===== config.mk =====
export PLATFORM = sky130hd
export DESIGN_NAME = dmac_pair
export DESIGN_NICKNAME = d
export VERILOG_FILES = /design/src/rtl/dmac_pkg.sv /design/src/rtl/dmac_halfsel.sv /design/src/rtl/dmac_mult.sv /design/src/rtl/dmac_sat.sv /design/src/rtl/dmac_lane.sv /design/src/rtl/dmac_pair.sv
export SDC_FILE = /design/constraint.sdc
export NUM_CORES = 2
export LEC_CHECK = 0
export BUFFER_PORTS_ARGS = -buffer_cell sky130_fd_sc_hd__buf_2
export CORE_ASPECT_RATIO = 0.9
export CORE_MARGIN = 2
export CORE_UTILIZATION = 64
export CTS_CLUSTER_DIAMETER = 30
export DETAILED_ROUTE_END_ITERATION = 8
export GPL_ROUTABILITY_DRIVEN = 0
export GPL_TIMING_DRIVEN = 1
export HOLD_SLACK_MARGIN = 0.06
export MAX_ROUTING_LAYER = met4
export PLACE_DENSITY = 0.82
export SYNTH_ARGS = -nofsm -noshare
export SYNTH_HDL_FRONTEND = slang
export SYNTH_SLANG_ARGS = --single-unit

===== constraint.sdc =====
create_clock -name clk -period 11.3 [get_ports clk]
set_input_delay 0.565 -clock clk [delete_from_list [all_inputs] [get_ports clk]]
set_output_delay 0.565 -clock clk [all_outputs]
set_load 0.05 [all_outputs]

===== src/rtl/dmac_pkg.sv =====
// Package: shared operation encoding for the dual-lane multiply-accumulate.
// Assumes the command decoder upstream drives these 2-bit codes.
package dmac_pkg;
    typedef enum logic [1:0] {
        MAC_HOLD = 2'b00,
        MAC_LOAD = 2'b01,
        MAC_ADD  = 2'b10,
        MAC_RSVD = 2'b11
    } mac_op_e;
endpackage


===== src/rtl/dmac_halfsel.sv =====
// Module: picks the upper or lower half of a source word as a multiplier operand.
// Assumes SRC_W is twice OPD_W.
module dmac_halfsel #(
    parameter int SRC_W = 32,
    parameter int OPD_W = 16
) (
    input  logic [SRC_W-1:0] src,
    input  logic             hi,
    output logic [OPD_W-1:0] opd
);
    // Half multiplexer.
    always_comb begin
        opd = hi ? src[SRC_W-1:OPD_W] : src[OPD_W-1:0];
    end
endmodule


===== src/rtl/dmac_mult.sv =====
// Module: 16x16 multiplier; operand A may be unsigned when the lane allows it.
// Assumes the product of an unsigned and a signed operand fits in 2*OPD_W signed bits.
module dmac_mult #(
    parameter int OPD_W    = 16,
    parameter bit MIXED_EN = 1'b0
) (
    input  logic [OPD_W-1:0]   opd_a,
    input  logic [OPD_W-1:0]   opd_b,
    input  logic               mixed,
    output logic [2*OPD_W-1:0] prod
);
    localparam int PROD_W = 2 * OPD_W;
    localparam int PAD_W  = PROD_W - OPD_W;

    logic              a_uns;
    logic [PROD_W-1:0] ext_a;
    logic [PROD_W-1:0] ext_b;

    // Mixed mode only takes effect on a lane built with MIXED_EN.
    assign a_uns = MIXED_EN && mixed;

    // Widen operands to product width, then multiply in that width.
    always_comb begin
        ext_a = a_uns ? {{PAD_W{1'b0}}, opd_a} : {{PAD_W{opd_a[OPD_W-1]}}, opd_a};
        ext_b = {{PAD_W{opd_b[OPD_W-1]}}, opd_b};
        prod  = ext_a * ext_b;
    end
endmodule


===== src/rtl/dmac_sat.sv =====
// Module: doubles an accumulator and saturates it to a signed RES_W-bit word.
// Assumes ACC_W >= RES_W; the decision uses every accumulator bit.
module dmac_sat #(
    parameter int ACC_W = 40,
    parameter int RES_W = 32
) (
    input  logic [ACC_W-1:0] acc,
    output logic [RES_W-1:0] res
);
    localparam int DBL_W = ACC_W + 1;
    localparam logic [RES_W-1:0] POS_MAX = {1'b0, {(RES_W-1){1'b1}}};
    localparam logic [RES_W-1:0] NEG_MIN = {1'b1, {(RES_W-1){1'b0}}};

    logic [DBL_W-1:0]     dbl;
    logic [DBL_W-RES_W:0] top;
    logic                 fits;

    // Doubled value fits when all bits above the result sign agree.
    always_comb begin
        dbl  = {acc, 1'b0};
        top  = dbl[DBL_W-1:RES_W-1];
        fits = (&top) | ~(|top);
        if (fits) res = dbl[RES_W-1:0];
        else      res = dbl[DBL_W-1] ? NEG_MIN : POS_MAX;
    end
endmodule


===== src/rtl/dmac_lane.sv =====
// Module: one multiply-accumulate lane with a 40-bit accumulator and a registered
// doubled result. Assumes one command per cycle; clear overrides a command.
module dmac_lane
    import dmac_pkg::*;
#(
    parameter int SRC_W    = 32,
    parameter int OPD_W    = 16,
    parameter int ACC_W    = 40,
    parameter int RES_W    = 32,
    parameter bit MIXED_EN = 1'b0
) (
    input  logic             clk,
    input  logic             rst_n,
    input  logic             cmd_valid,
    input  logic             clear,
    input  logic [SRC_W-1:0] src_a,
    input  logic [SRC_W-1:0] src_b,
    input  logic             hi_a,
    input  logic             hi_b,
    input  logic [1:0]       op,
    input  logic             mixed,
    output logic [RES_W-1:0] result,
    output logic [RES_W-1:0] acc_lo
);
    localparam int PROD_W = 2 * OPD_W;

    logic [OPD_W-1:0]  opd_a;
    logic [OPD_W-1:0]  opd_b;
    logic [PROD_W-1:0] prod;
    logic [ACC_W-1:0]  prod_ext;
    logic [ACC_W-1:0]  acc_q;
    logic [ACC_W-1:0]  acc_next;
    logic [RES_W-1:0]  sat_next;
    logic [RES_W-1:0]  res_q;

    dmac_halfsel #(.SRC_W(SRC_W), .OPD_W(OPD_W)) u_sel_a (
        .src (src_a), .hi (hi_a), .opd (opd_a)
    );
    dmac_halfsel #(.SRC_W(SRC_W), .OPD_W(OPD_W)) u_sel_b (
        .src (src_b), .hi (hi_b), .opd (opd_b)
    );
    dmac_mult #(.OPD_W(OPD_W), .MIXED_EN(MIXED_EN)) u_mult (
        .opd_a (opd_a), .opd_b (opd_b), .mixed (mixed), .prod (prod)
    );

    // Next accumulator value for the requested operation; wraps at ACC_W bits.
    always_comb begin
        prod_ext = {{(ACC_W-PROD_W){prod[PROD_W-1]}}, prod};
        case (mac_op_e'(op))
            MAC_LOAD: acc_next = prod_ext;
            MAC_ADD:  acc_next = acc_q + prod_ext;
            default:  acc_next = acc_q;
        endcase
    end

    dmac_sat #(.ACC_W(ACC_W), .RES_W(RES_W)) u_sat (
        .acc (acc_next), .res (sat_next)
    );

    // Accumulator and result registers, updated together on an accepted command.
    always_ff @(posedge clk) begin
        if (!rst_n || clear) begin
            acc_q <= '0;
            res_q <= '0;
        end else if (cmd_valid) begin
            acc_q <= acc_next;
            res_q <= sat_next;
        end
    end

    assign result = res_q;
    assign acc_lo = acc_q[RES_W-1:0];
endmodule


===== src/rtl/dmac_pair.sv =====
// Module: top of the dual-lane multiply-accumulate. Lane 1 carries the mixed
// signed/unsigned option, lane 0 does not. Assumes synchronous active-low reset.
module dmac_pair #(
    parameter int SRC_W = 32,
    parameter int OPD_W = 16,
    parameter int ACC_W = 40,
    parameter int RES_W = 32
) (
    input  logic             clk,
    input  logic             rst_n,
    input  logic             cmd_valid,
    input  logic             acc_clear,
    input  logic [SRC_W-1:0] l0_src_a,
    input  logic [SRC_W-1:0] l0_src_b,
    input  logic             l0_hi_a,
    input  logic             l0_hi_b,
    input  logic [1:0]       l0_op,
    input  logic [SRC_W-1:0] l1_src_a,
    input  logic [SRC_W-1:0] l1_src_b,
    input  logic             l1_hi_a,
    input  logic             l1_hi_b,
    input  logic [1:0]       l1_op,
    input  logic             l1_mixed,
    output logic             res_valid,
    output logic [RES_W-1:0] l0_result,
    output logic [RES_W-1:0] l1_result,
    output logic [RES_W-1:0] l0_acc_lo,
    output logic [RES_W-1:0] l1_acc_lo
);
    localparam int NLANES = 2;

    logic [NLANES-1:0][SRC_W-1:0] v_src_a;
    logic [NLANES-1:0][SRC_W-1:0] v_src_b;
    logic [NLANES-1:0]            v_hi_a;
    logic [NLANES-1:0]            v_hi_b;
    logic [NLANES-1:0][1:0]       v_op;
    logic [NLANES-1:0]            v_mixed;
    logic [NLANES-1:0][RES_W-1:0] v_result;
    logic [NLANES-1:0][RES_W-1:0] v_acc_lo;
    logic                         valid_q;

    // Gather per-lane ports into vectors; lane 0 has no mixed option.
    always_comb begin
        v_src_a = {l1_src_a, l0_src_a};
        v_src_b = {l1_src_b, l0_src_b};
        v_hi_a  = {l1_hi_a, l0_hi_a};
        v_hi_b  = {l1_hi_b, l0_hi_b};
        v_op    = {l1_op, l0_op};
        v_mixed = {l1_mixed, 1'b0};
    end

    for (genvar g = 0; g < NLANES; g++) begin : g_lane
        dmac_lane #(
            .SRC_W    (SRC_W),
            .OPD_W    (OPD_W),
            .ACC_W    (ACC_W),
            .RES_W    (RES_W),
            .MIXED_EN (g == 1)
        ) u_lane (
            .clk       (clk),
            .rst_n     (rst_n),
            .cmd_valid (cmd_valid),
            .clear     (acc_clear),
            .src_a     (v_src_a[g]),
            .src_b     (v_src_b[g]),
            .hi_a      (v_hi_a[g]),
            .hi_b      (v_hi_b[g]),
            .op        (v_op[g]),
            .mixed     (v_mixed[g]),
            .result    (v_result[g]),
            .acc_lo    (v_acc_lo[g])
        );
    end

    // Result strobe: one cycle after an accepted command.
    always_ff @(posedge clk) begin
        if (!rst_n || acc_clear) valid_q <= 1'b0;
        else                     valid_q <= cmd_valid;
    end

    assign res_valid = valid_q;
    assign l0_result = v_result[0];
    assign l1_result = v_result[1];
    assign l0_acc_lo = v_acc_lo[0];
    assign l1_acc_lo = v_acc_lo[1];
endmodule


# --- After elaboration in Yosys (flattened, before gate mapping) ---
# Cells that the tools add are included.
word_totals:
  ff_bits: 145
  output_inout_bits: 129
classes:
  n_addsub: 2
  mul: 2
  n_eq_ne: 4
  n_mux: 11
  bitwise: 4
  n_reduce_logical: 6
op_table:
  columns: ["op", "count"]
  rows:
  - ["$mux 32", 5]
  - ["$pmux 40 s2", 2]
  - ["$add 40x40->40", 2]
  - ["$mux 16", 4]
  - ["$mul 16x16->32", 1]
  - ["$mul 32x16->32", 1]
  - ["$reduce_and 10->1", 2]
  - ["$reduce_or 10->1", 2]
  - ["$eq 2x1->1 const B", 2]
  - ["$eq 2x2->1 const B", 2]
  - ["$not 1->1", 2]
  - ["$or 1x1->1", 2]
  - ["$logic_not 1->1", 1]
  - ["$logic_or 1x1->1", 1]

# --- Depth between registers and ports, before layout ---
logic_depth:
  word_depth: 9
  depth_mapped: 42

# --- Hierarchy ---
# Synthesis repeated with hierarchy kept, for this count alone.
unflattened:
  hier_cells: 4000
  area_unflattened_um2: 33873.7
modules_own_cells:
  columns: ["module", "instances", "cells_per_inst", "area_each_um2", "seq_area_each_um2"]
  rows:
  - ["dmac_lane", 2, 728, 5735.5, 1441.4]
  - ["dmac_mult at g_lane[1].u_lane.u_mult", 1, 1133, 10159.7, 0.0]
  - ["dmac_mult at g_lane[0].u_lane.u_mult", 1, 1106, 9963.3, 0.0]
  - ["dmac_sat", 2, 115, 625.6, 0.0]
  - ["dmac_halfsel", 4, 18, 249.0, 0.0]
  - ["dmac_pair", 1, 3, 32.5, 20.0]

# --- Least setup slack after synthesis ---
# No wires, ideal clock.
synth_path:
  path_kind: "input to register"
  startpoint: "in l1_hi_a"
  endpoint: "reg g_lane[1].u_lane.res_q[10]"
  setup_ns: 0.061
  arrival_ns: 10.123
  required_time_ns: 11.239
  setup_slack_ns: 1.117
  path_stages: 40
  path_cell_list: "buf_2 clkbuf_1 clkbuf_1 mux2i_1 nor2_1 fa_1 inv_1 fa_1 fa_1 inv_1 fa_1 fa_1 inv_1 fa_1 inv_1 ha_1 buf_2 a21oi_1 [4 not listed] o41ai_1 o21ai_0 xor2_1 ha_1 nand2_1 o21ai_1 a21bo_1 a221o_1 nor3_2 a21oi_1 or3_1 a41oi_2 nor2_1 nand2_1 and4_4 clkbuf_4 buf_2 a221o_1"
synth_between:
  elab_chain_cells: 9
  elab_cells_between_ends: 11
  cone_classes: "1 x add/sub; 1 x mul; 5 x mux; 2 x bitwise; 2 x reduce/logical"
synth_lines:
  columns: ["item", "line_no", "text"]
  rows:
  - ["start: declaration", "dmac_pair.sv:20", "input logic l1_hi_a,"]
  - ["$mux 16 (*)", "dmac_halfsel.sv:13", "opd = hi ? src[SRC_W-1:OPD_W] : src[OPD_W-1:0];"]
  - ["$mux 32 (*)", "dmac_mult.sv:24", "ext_a = a_uns ? {{PAD_W{1'b0}}, opd_a} : {{PAD_W{opd_a[OPD_W-1]}}, opd_a};"]
  - ["$mul 32x16->32 (*)", "dmac_mult.sv:26", "prod = ext_a * ext_b;"]
  - ["$add 40x40->40", "dmac_lane.sv:51", "MAC_ADD: acc_next = acc_q + prod_ext;"]
  - ["$pmux 40 s2 (*)", "dmac_lane.sv:49", "case (mac_op_e'(op))"]
  - ["$reduce_or 10->1", "dmac_sat.sv:22", "fits = (&top) | ~(|top);"]
  - ["$not 1->1", "dmac_sat.sv:22", null]
  - ["$or 1x1->1", "dmac_sat.sv:22", null]
  - ["$mux 32 (*)", "dmac_sat.sv:23", "if (fits) res = dbl[RES_W-1:0];"]
  - ["end signal: assignment", "dmac_lane.sv:67", "res_q <= sat_next;"]
  - ["end: declaration", "dmac_lane.sv:34", "logic [RES_W-1:0] res_q;"]
# Mark *: on every way between the ends. The rest lies on a longest branch, timed or not.
# A chain may end at the register's enable or synchronous reset.

# --- Worst setup path in the final report ---
layout_path:
  startpoint: "in l0_hi_b"
  endpoint: "reg g_lane[0].u_lane.res_q[4]"
layout_between:
  elab_chain_cells: 8
  elab_cells_between_ends: 10
  cone_classes: "1 x add/sub; 1 x mul; 4 x mux; 2 x bitwise; 2 x reduce/logical"
layout_lines:
  columns: ["item", "line_no", "text"]
  rows:
  - ["start: declaration", "dmac_pair.sv:16", "input logic l0_hi_b,"]
  - ["$mux 16 (*)", "dmac_halfsel.sv:13", null]
  - ["$mul 16x16->32 (*)", "dmac_mult.sv:26", null]
  - ["$add 40x40->40", "dmac_lane.sv:51", null]
  - ["$pmux 40 s2 (*)", "dmac_lane.sv:49", null]
  - ["$reduce_or 10->1", "dmac_sat.sv:22", null]
  - ["$not 1->1", "dmac_sat.sv:22", null]
  - ["$or 1x1->1", "dmac_sat.sv:22", null]
  - ["$mux 32 (*)", "dmac_sat.sv:23", null]
  - ["end signal: assignment", "dmac_lane.sv:67", null]
  - ["end: declaration", "dmac_lane.sv:34", null]
# Marked as above.

==> results.py <==
metrics = {
    "layout": {
        "antennaDiodeCount": 0,
        "instances_no_fill": 4671,
        "syn2layout_area_growth_pct": 7.16,
        "postLayoutCellArea_um2": 34700,
        "drive_gt1_share_pct": 12.3,
        "fin_nets": 4901,
        "nFillCells": 4005,
    },
    "floorplanning": {
        "die_w_um": 241,
        "dieHeight_um": 217,
        "io_pins": 270,
        "core-area_um2": 50200,
        "die-area_um2": 52400,
        "floorplan.rows": 78,
        "start_util_pct": 64.5,
    },
    "placement": {
        "io_buffers": 269,
        "place_inst": 4639,
        "hpwl_um": 72800,
        "placed_area_um2": 34100,
    },
    "global_routing": {
        "grt_use_met3_pct": 7.10,
        "overflow": 0,
        "grt_usage_pct": 36.2,
        "antenna_found_initial": 0,
        "grt_start_max_net_pins": 79,
        "first_global_vias": 27440,
        "use_met2_pct": 51.0,
        "met1_usage_pct": 54.4,
        "grt_pass1_wl_um": 146000,
        "grt-busiest-layer": "met1",
    },
    "sta": {
        "hold_violations": 0,
        "setup_violations": 0,
        "drv_slew": 0,
        "rsz0062_at_grt": "no",
        "fin_crit_sh_pct": 95.1,
        "fmax_mhz": 93.1,
        "fin_crit_ns": 10.74,
        "finalClockSkew_ns": 0.0168,
        "fin_tns_setup_ns": 0,
        "tightest_slew_ns": 0.821,
        "timing.max_slew.rel_slack_pct": 45.3,
    },
    "synth": {
        "synth_cell_types": 105,
        "avgSynthCellArea_um2": 8.46,
        "synth_area_leader_cell": "fa_1",
        "synth_area_um2": 32400,
        "syn_nets": 4746,
        "ys_warn_count": 0,
        "async_flop_share_pct": 0,
        "synth_edf_count": 0,
        "synth.top_cell.area_share_pct": 33.0,
        "synth-seq-area-share_pct": 8.97,
        "synth_area_leaders": "fa_1, ha_1, dfxtp_1",
        "synthFlopType": "dfxtp_1",
        "synth_seq_cells": 145,
        "syn_inst": 3823,
    },
    "critical_path": {
        "cpMaxStageDelayCell": "o41a_2",
        "worstPathRequired_ns": 11.64,
        "critPathMaxStageDelay_ns": 0.73,
        "crit_type": "input port to flip-flop",
        "crit_buf_inv": 7,
        "critPathTopFamily": "adder cells",
        "crit_top_cell": "fa_1",
        "cp-start-kind": "input port",
        "critical_path.max_fanout": 30,
        "end_kind": "flip-flop",
        "worstPathArrival_ns": 11.09,
    },
    "clock_tree": {
        "cts.root.buffer_cell": "clkbuf_16",
        "cts_tree": "yes",
        "hold_buffers": 0,
        "clkSlewWorstSetupHoldPaths_ns": 0.06,
        "htreeDepth": 4,
        "postCtsSetupBuffers": 0,
        "cts_made_buffers": 17,
        "clock-sinks": 145,
        "clock_latency_ns": 0.45,
        "cts.path.max_buffers": 2,
    },
    "drt": {
        "drc": 0,
        "vias": 27861,
        "vias_per_cell": 5.96,
        "firstDrtPassIters": 8,
        "drtIter0Drc": 2840,
        "wl_per_cell_um": 19.0,
        "postRouteAntennaNets": 0,
        "finalWirelength_um": 88800,
    },
    "run": {
        "cap_viol_max_count": 0,
    },
    "run_status": {
        "outcome": "finished, final reports clean",
    },
    "worst_hold_path": {
        "hold_class": "flip-flop to flip-flop",
    },
}
[cells by family after synthesis]
group / count (synthesis) / share of synthesized area (%)
compound gates: 680 / 14.5
xor+xnor: 133 / 3.70
fa+ha+maj: 782 / 42.6
buf+inv: 869 / 10.9
flops: 145 / 8.97
mux: 159 / 5.19
simple gates: 1055 / 14.1
[routing by layer]
metal  vias up  routed length (um)  part of all wire (%)
met1     13484               39200                    44
met3       147               10500                    12
met5         -                   0                     0
met4         0                1800                   2.0
li1      12665                   -                     -
met2      1565               37400                    42
[synth_stat cells (14+ instances only)]
cell	instances
o21a_1	25
a311oi_1	32
o211ai_1	15
nor2b_1	15
fa_1	534
a21oi_1	182
dfxtp_1	145
o21ai_0	126
inv_1	662
ha_1	248
nor3_1	23
mux2i_1	100
a22oi_1	14
xnor2_1	93
nor2_1	438
a21o_1	60
and3_1	18
nand2_1	391
nand3_1	41
a221o_1	43
nand2b_1	29
xor2_1	37
a211oi_1	25
clkbuf_1	113
a221oi_1	16
buf_4	65
mux2_2	57
buf_1	14
a31oi_1	24
and2_1	21
or2_2	18
[area by class of cell]
| class | instances | area [um^2] | area share [%] |
|---|---|---|---|
| inverters | 665 | 2500 | 7.20 |
| multi-input cells | 2809 | 25900 | 74.8 |
| flip-flops and latches | 145 | 2900 | 8.37 |
| clock buffers | 20 | 457 | 1.32 |
| well taps | 680 | 851 | 2.45 |
| repair buffers | 340 | 1910 | 5.50 |
| clock inverters | 12 | 130 | 0.375 |
[layout by cell type, fill, tap and decap left out, types with 17 or more instances in the layout]
cell and n:
nand2_1 391, o21a_1 25, clkbuf_16 17, or2_2 18, and3_1 18, mux2i_1 99, mux2_2 57, a21o_1 60
buf_2 268, dfxtp_1 145, nor2_1 437, a211oi_1 25, inv_1 662, nand3_1 41, a21oi_1 182, nor3_1 23
a221o_1 43, a311oi_1 32, a31oi_1 24, xnor2_1 93, o21ai_0 126, buf_4 70, xor2_1 37, fa_1 534
and2_1 21, ha_1 247, nand2b_1 28
[path summary, 6_finish.rpt]
check / start / depth (start not counted) / slack (ns) / to
max: l0_hi_b / 38 / 0.56 / g_lane[0].u_lane.result[4]
min reg2reg: g_lane[1].u_lane.result[31] / 1 / 0.46 / g_lane[1].u_lane.result[31]
max reg2reg: g_lane[1].u_lane.acc_q[0] / 15 / 6.75 / g_lane[1].u_lane.result[30]
min: g_lane[1].u_lane.result[31] / 1 / 0.46 / g_lane[1].u_lane.result[31]
[timing repair]
action / CTS / global route
hold endpoints to repair: 0 / 0
setup endpoints to repair: 0 / 30
resized for setup: 0 / 2
[state kept, by name, indices dropped and copies added (netlist names)]
register	count
g_lane.u_lane.acc_q	80
g_lane.u_lane.result	64
res_valid	1
[metrics by stage]
stage | setup WS (ns) | utilization (%) | hold WS, ns
after floorplan | 1.12 | - | 0.455
after global placement | 0.329 | 67.9 | 0.435
after detailed placement | 0.117 | 67.9 | 0.449
after CTS | 0.472 | 69.1 | 0.463
after global routing | 0.0216 | 69.1 | 0.476
final | 0.558 | 69.1 | 0.459
Power is left out: the tool's default activity adds up to more than one toggle a clock period on the data nets, which glitch-free logic cannot reach.
